===== src/rtl/gpio_irq_pkg.sv =====
package gpio_irq_pkg;
    localparam int ADDR_W = 12;
    localparam logic [ADDR_W-1:0] OFS_POLARITY   = 12'h10C;
    localparam logic [ADDR_W-1:0] OFS_SENSED     = 12'h110;
    localparam logic [ADDR_W-1:0] OFS_EDGE_CAUSE = 12'h114;
    localparam logic [ADDR_W-1:0] OFS_EDGE_MASK  = 12'h118;
    localparam logic [ADDR_W-1:0] OFS_LEVEL_MASK = 12'h11C;
endpackage


===== src/rtl/gpio_in_sync.sv =====
module gpio_in_sync #(
    parameter int WIDTH  = 32,
    parameter int STAGES = 2
) (
    input  logic             clk,
    input  logic             rst_n,
    input  logic [WIDTH-1:0] async_i,
    output logic [WIDTH-1:0] sync_o
);
    logic [WIDTH-1:0] stage_q [STAGES];

    always_ff @(posedge clk or negedge rst_n) begin
        if (!rst_n) stage_q[0] <= '0;
        else        stage_q[0] <= async_i;
    end

    for (genvar s = 1; s < STAGES; s++) begin : g_stage
        always_ff @(posedge clk or negedge rst_n) begin
            if (!rst_n) stage_q[s] <= '0;
            else        stage_q[s] <= stage_q[s-1];
        end
    end

    assign sync_o = stage_q[STAGES-1];
endmodule


===== src/rtl/gpio_edge_latch.sv =====
module gpio_edge_latch #(
    parameter int WIDTH = 32
) (
    input  logic             clk,
    input  logic             rst_n,
    input  logic [WIDTH-1:0] sensed_i,
    input  logic [WIDTH-1:0] line_en_i,
    input  logic             clr_we_i,
    input  logic [WIDTH-1:0] keep_i,
    output logic [WIDTH-1:0] cause_o
);
    logic [WIDTH-1:0] prev_q;
    logic [WIDTH-1:0] cause_q;
    logic [WIDTH-1:0] set_vec;
    logic [WIDTH-1:0] after_clr;

    assign set_vec   = sensed_i & ~prev_q & line_en_i;
    assign after_clr = clr_we_i ? (cause_q & keep_i) : cause_q;

    always_ff @(posedge clk or negedge rst_n) begin
        if (!rst_n) begin
            prev_q  <= '0;
            cause_q <= '0;
        end else begin
            prev_q  <= sensed_i;
            cause_q <= after_clr | set_vec;
        end
    end

    assign cause_o = cause_q;

    // a cause bit rises only where the sensed input rose on an enabled line
    p_no_spurious_set_r3: assert property (@(posedge clk) disable iff (!rst_n)
        1 |=> ((cause_q & ~$past(cause_q)) & ~($past(sensed_i) & ~$past(prev_q))) == '0);
    // disabled lines never gain a cause bit
    p_disabled_quiet_r8: assert property (@(posedge clk) disable iff (!rst_n)
        1 |=> ((cause_q & ~$past(cause_q)) & ~$past(line_en_i)) == '0);
    // set bits not written as zero stay set
    p_sticky_hold_r5: assert property (@(posedge clk) disable iff (!rst_n)
        1 |=> (($past(cause_q) & ~($past(clr_we_i) ? ~$past(keep_i) : '0)) & ~cause_q) == '0);
    // a detected edge always lands, even against a clearing write
    p_edge_wins_r6: assert property (@(posedge clk) disable iff (!rst_n)
        (set_vec != '0) |=> ((cause_q & $past(set_vec)) == $past(set_vec)));
endmodule


===== src/rtl/gpio_group_or.sv =====
module gpio_group_or #(
    parameter int WIDTH       = 32,
    parameter int GROUP_LINES = 8,
    localparam int NUM_GROUPS = WIDTH / GROUP_LINES
) (
    input  logic [WIDTH-1:0]      level_cause_i,
    input  logic [WIDTH-1:0]      edge_cause_i,
    output logic [NUM_GROUPS-1:0] irq_o
);
    for (genvar g = 0; g < NUM_GROUPS; g++) begin : g_grp
        assign irq_o[g] = |(level_cause_i[g*GROUP_LINES +: GROUP_LINES]
                          | edge_cause_i[g*GROUP_LINES +: GROUP_LINES]);
    end
endmodule


===== src/rtl/gpio_irq_front.sv =====
module gpio_irq_front
    import gpio_irq_pkg::*;
#(
    parameter int NUM_LINES   = 32,
    parameter int GROUP_LINES = 8,
    localparam int NUM_GROUPS = NUM_LINES / GROUP_LINES
) (
    input  logic                  clk,
    input  logic                  rst_n,
    input  logic [NUM_LINES-1:0]  pin_i,
    input  logic [NUM_LINES-1:0]  line_en_i,
    input  logic [ADDR_W-1:0]     reg_addr_i,
    input  logic                  reg_wr_i,
    input  logic [NUM_LINES-1:0]  reg_wdata_i,
    output logic [NUM_LINES-1:0]  reg_rdata_o,
    output logic [NUM_GROUPS-1:0] irq_grp_o
);
    logic [NUM_LINES-1:0] pin_sync;
    logic [NUM_LINES-1:0] sensed;
    logic [NUM_LINES-1:0] pol_q, emask_q, lmask_q;
    logic [NUM_LINES-1:0] edge_cause;
    logic [NUM_LINES-1:0] level_cause;
    logic                 cause_we;

    gpio_in_sync #(.WIDTH(NUM_LINES), .STAGES(2)) u_sync (
        .clk     (clk),
        .rst_n   (rst_n),
        .async_i (pin_i),
        .sync_o  (pin_sync)
    );

    assign sensed   = pin_sync ^ pol_q;
    assign cause_we = reg_wr_i && (reg_addr_i == OFS_EDGE_CAUSE);

    always_ff @(posedge clk or negedge rst_n) begin
        if (!rst_n) begin
            pol_q   <= '0;
            emask_q <= '0;
            lmask_q <= '0;
        end else if (reg_wr_i) begin
            if (reg_addr_i == OFS_POLARITY)   pol_q   <= reg_wdata_i;
            if (reg_addr_i == OFS_EDGE_MASK)  emask_q <= reg_wdata_i;
            if (reg_addr_i == OFS_LEVEL_MASK) lmask_q <= reg_wdata_i;
        end
    end

    gpio_edge_latch #(.WIDTH(NUM_LINES)) u_edge (
        .clk       (clk),
        .rst_n     (rst_n),
        .sensed_i  (sensed),
        .line_en_i (line_en_i),
        .clr_we_i  (cause_we),
        .keep_i    (reg_wdata_i),
        .cause_o   (edge_cause)
    );

    assign level_cause = sensed & lmask_q & line_en_i;

    gpio_group_or #(.WIDTH(NUM_LINES), .GROUP_LINES(GROUP_LINES)) u_grp (
        .level_cause_i (level_cause),
        .edge_cause_i  (edge_cause & emask_q),
        .irq_o         (irq_grp_o)
    );

    always_comb begin
        unique case (reg_addr_i)
            OFS_POLARITY:   reg_rdata_o = pol_q;
            OFS_SENSED:     reg_rdata_o = sensed;
            OFS_EDGE_CAUSE: reg_rdata_o = edge_cause;
            OFS_EDGE_MASK:  reg_rdata_o = emask_q;
            OFS_LEVEL_MASK: reg_rdata_o = lmask_q;
            default:        reg_rdata_o = '0;
        endcase
    end

    // a mask register changes only on a write to its own offset
    p_lmask_write_only_r10: assert property (@(posedge clk) disable iff (!rst_n)
        !(reg_wr_i && reg_addr_i == OFS_LEVEL_MASK) |=> $stable(lmask_q));
    // with both masks clear no summary output can be high
    p_masked_quiet_r9: assert property (@(posedge clk) disable iff (!rst_n)
        (lmask_q == '0 && emask_q == '0) |-> irq_grp_o == '0);
endmodule


===== config.mk =====
export PLATFORM = sky130hd
export DESIGN_NAME = gpio_irq_front
export DESIGN_NICKNAME = d
export VERILOG_FILES = /design/src/rtl/gpio_irq_pkg.sv /design/src/rtl/gpio_in_sync.sv /design/src/rtl/gpio_edge_latch.sv /design/src/rtl/gpio_group_or.sv /design/src/rtl/gpio_irq_front.sv
export SDC_FILE = /design/constraint.sdc
export NUM_CORES = 1
export LEC_CHECK = 0
export BUFFER_PORTS_ARGS = -buffer_cell sky130_fd_sc_hd__buf_2
export CAP_MARGIN = 10
export CORE_UTILIZATION = 61
export CTS_CLUSTER_DIAMETER = 60
export DETAILED_ROUTE_END_ITERATION = 7
export PLACE_DENSITY = 0.84
export SETUP_SLACK_MARGIN = 0.15
export SYNTH_ARGS = -nofsm -noshare
export SYNTH_HDL_FRONTEND = slang
export SYNTH_SLANG_ARGS = --single-unit
export TNS_END_PERCENT = 1

===== constraint.sdc =====
create_clock -name clk -period 2.81 [get_ports clk]
set_input_delay 0.1405 -clock clk [delete_from_list [all_inputs] [get_ports clk]]
set_output_delay 0.1405 -clock clk [all_outputs]
set_load 0.01 [all_outputs]

==> results.md <==
## Drt
- 0 — number of nets with antenna violations after routing
- 22.46 µm — mean routed wirelength per cell
- 646 — DR iter-0 viols
- 7,426 — via count
- 0 — total DRC errors in the routed layout
- 6.304 — per-cell via count in the routed design
- 26,460 µm — Routed WL
- 5 — total iterations of the first detailed-routing run

## GRT
- 0.06443 — met3 GRT Util
- 0.3473 — Tot GR Track Use
- 0.5785 — met2 Use GR
- met2 — GRT busiest layer
- 99 — pin count of the biggest net entering global routing
- 0 — overflow left after global routing
- 8,016 — vias in the first global route
- 0.4387 — met1 capacity usage during global routing
- 42,210 µm — global-route wire length before repair
- 0 — number of antenna violations at the first check in global routing

## Pwr
- 5.633 nW — leakage component of the power
- 6.776 mW — post-layout power
- 0.6284 mV — Worst IR Drop VDD
- 558.7 mW/mm² — Pwr Density

## Die
- 0.01556 mm² — area of the die
- 124.7 µm — floorplan die width
- 0.6298 — effective utilization at floorplan
- 0.01459 mm² — CORE AREA
- 44 — standard-cell row count
- 147 — number of top-level pins
- 124.7 µm — vertical die dimension

## Yosys
- dfrtp_1 — cell type with the highest aggregate area in the netlist
- 0.6100 — sequential cell area fraction in the yosys report
- dfrtp_1 (61%), mux2_2 (13%), a22oi_1 (5.6%) — Area contributors post-synth
- 0.6100 — area share of the largest cell type after synthesis
- 224 — flip-flop and latch count after synthesis
- 0 — count of flip-flops with a built-in enable after synthesis
- 0 — warnings from Yosys
- 13.13 µm² — per-instance average area after synthesis
- dfrtp_1 (224), mux2_2 (108), o21ai_0 (83), a22oi_1 (68), nand2_1 (38) — synth cell count leaders
- dfrtp_1 — leading cell type by number of instances after synthesis
- 37 — number of unique standard cell types used by synthesis
- 1.000 — fraction of registers with async set or reset after synthesis
- 0.009189 mm² — post-synth design cell area
- 811 — Syn Nets
- dfrtp_1 — Most used DFF post-synth
- 700 — number of instances in the synthesized netlist

## Critical path
- o21ai_0 — most frequent CP cell
- primary input — kind of start point of the critical path
- 0.82 ns — Max stage delay on crit path
- 2 — CP Buf/Inv Count
- in2reg — category of the most critical setup path
- 12 — critical path fanouts, max
- register — kind of end point of the critical path
- 3.18 ns — required time of the critical path
- or4_1 — Max stage delay cell, worst path
- 2.88 ns — Crit path arrival time
- simple AND/OR/NAND/NOR gates — dominant delay contributor by cell family on the critical path
- buf_2, or3_1, or4_1, o21ai_0, o21ai_0, dlygate4sd3_1 — cell-by-cell listing of the critical path

## Placement
- 14,940 µm — detailed-placement wirelength estimate
- 0.01019 mm² — total placed instance area
- 0.8750 — weighted congestion reported at the end of routability-driven placement
- 146 — count of port buffers added during placement

## STA
- 0 — Final Max Tran Viols
- 0 — Final setup violation count
- 0.2740 ns — minimum hold slack
- 0.7268 ns — transition time at the pin with the least slew margin
- 0.5155 — Worst slew margin
- 0 ns — final setup TNS
- 0 — Final Hold Viols
- 0.01151 ns — Fin Clk Skew
- no — setup repair after global routing missed its margin
- 0.3998 GHz — f_max
- 0.8901 — period utilisation layout
- 2.501 ns — final period demand of the worst path

## Layout
- 1,089 — final layout net count
- 32.00% — area growth from synthesis to final layout
- 0.005605 mm² — register area
- 0.003415 mm² — area taken by multi-input logic gates
- 722 — layout filler cell count
- 0 — diode count
- 0.01213 mm² — finished layout cell area
- 0.3169 — ratio of cells with drive above 1 in the final layout

## Clocking
- built — TritonCTS clock tree
- 0 — post-cts sizing count
- 3 — Bufs on Longest Clock Path
- 224 — Sinks on Clock Net
- 0.51 ns — clock latency on the worst-skew pair
- 1 — Clock H-tree levels
- clkbuf_16 — clock root buffer master
- 0.06 ns — Reg clk slew, reported paths
- 22 — total clock buffers created by CTS

## Min path
- in2async — Min-Delay Path Class

## Outcome
- finished, final reports clean — run status

## Run
- 0 — max-cap violations

## layer usage
| metal | vias to the layer above | wire length (µm) | share of wire |
|---|---|---|---|
| li1 | 3126 | - | - |
| met1 | 3745 | 10110 | 0.38 |
| met2 | 434 | 13050 | 0.49 |
| met3 | 121 | 2038 | 0.077 |
| met4 | 0 | 1268 | 0.048 |
| met5 | - | 0 | 0 |
## kinds of logic (layout without fill, tap and decap cells)
family                    after synthesis  count (layout)  synth area share
AOI/OAI and AO/OA                     173             173            0.1168
buffers and inverters                  34             328           0.02192
muxes                                 129             129            0.1575
xor gates and xnor gates               32              32           0.03050
DFF                                   224             224            0.6100
and+or+nand+nor                       108             108           0.06318
## layout make-up
type | count | area share
clock buffers | 34 | 0.05168
multi-input cells | 442 | 0.2815
clock inverters | 6 | 0.008665
flip-flops and latches | 224 | 0.4621
repair buffers | 288 | 0.1770
well taps | 184 | 0.01898
## where the power goes
group | leakage, nW | switching [mW] | internal, mW
clock network | 0.357 | 1.21 | 1.81
logic | 2.54 | 0.224 | 0.197
registers | 2.74 | 0.0351 | 3.30
total | 5.63 | 1.46 | 5.31
## path summary, 6_finish.rpt
check                                                  start                      endpoint  slack, ns  cells after the start
worst max-delay path                           reg_addr_i[5]   u_edge.cause_o[3]$_DFF_PN0_       0.31                      6
worst min-delay path                                   rst_n  u_edge.cause_o[27]$_DFF_PN0_       0.27                      2
worst max register to register          pol_q[3]$_DFFE_PN0P_   u_edge.cause_o[3]$_DFF_PN0_       1.03                      4
worst min register to register  u_sync.stage_q[51]$_DFF_PN0_   u_sync.sync_o[19]$_DFF_PN0_       0.35                      0
max in group asynchronous                              rst_n    u_sync.sync_o[4]$_DFF_PN0_       1.69                      3
min in group clk                                    pin_i[5]  u_sync.stage_q[37]$_DFF_PN0_       0.28                      2
## through the flow
step	util	cells	worst slack, ns
final	0.8314	1178	0.3088
after global routing	0.8314	1178	0.2526
after CTS	0.8314	1178	0.4050
after detailed placement	0.6982	1017	0.2928
after global placement	0.6982	1017	0.4771
after floorplan	-	700	0.7051
## placed cells by master, fill, tap and decap left out, types with 2 or more instances in the layout
cell type,synthesis,layout
nand2_1,38,38
mux2_1,17,17
dfrtp_1,224,224
nor2_2,0,2
o21bai_1,2,2
bufinv_16,0,3
clkbuf_16,0,23
dlygate4sd3_1,0,121
a22oi_1,68,68
o21ai_0,83,83
o21ai_1,10,10
nor3b_1,2,2
nor3_1,2,2
nand3_1,36,36
nand4_1,8,8
nor4_4,2,2
nand3b_1,2,2
clkinv_2,0,3
a221oi_1,4,4
clkbuf_1,20,10
mux2_2,108,108
xor2_1,32,32
buf_2,2,145
a22o_1,4,4
nor4_2,0,2
mux2i_1,4,4
or3_1,5,5
buf_4,1,18
buf_12,0,3
## sequential cells by signal, indices dropped and copies added (netlist names)
name / cells
emask_q: 32
lmask_q: 32
pol_q: 32
u_edge.cause_o: 32
u_edge.prev_q: 32
u_sync.stage_q: 32
u_sync.sync_o: 32
## worst register-to-register path: stages, from the launching register on
cell and delay (ns):
dfrtp_1 0.42, xor2_1 0.35, nand2_1 0.09, o21ai_0 0.22, dlygate4sd3_1 0.63
## repair_timing
item,4_1_cts,5_1_grt
hold endpoints to repair,256,0
hold buffers,121,0
setup buffers,0,0
Power figures use the tool's default switching activity.
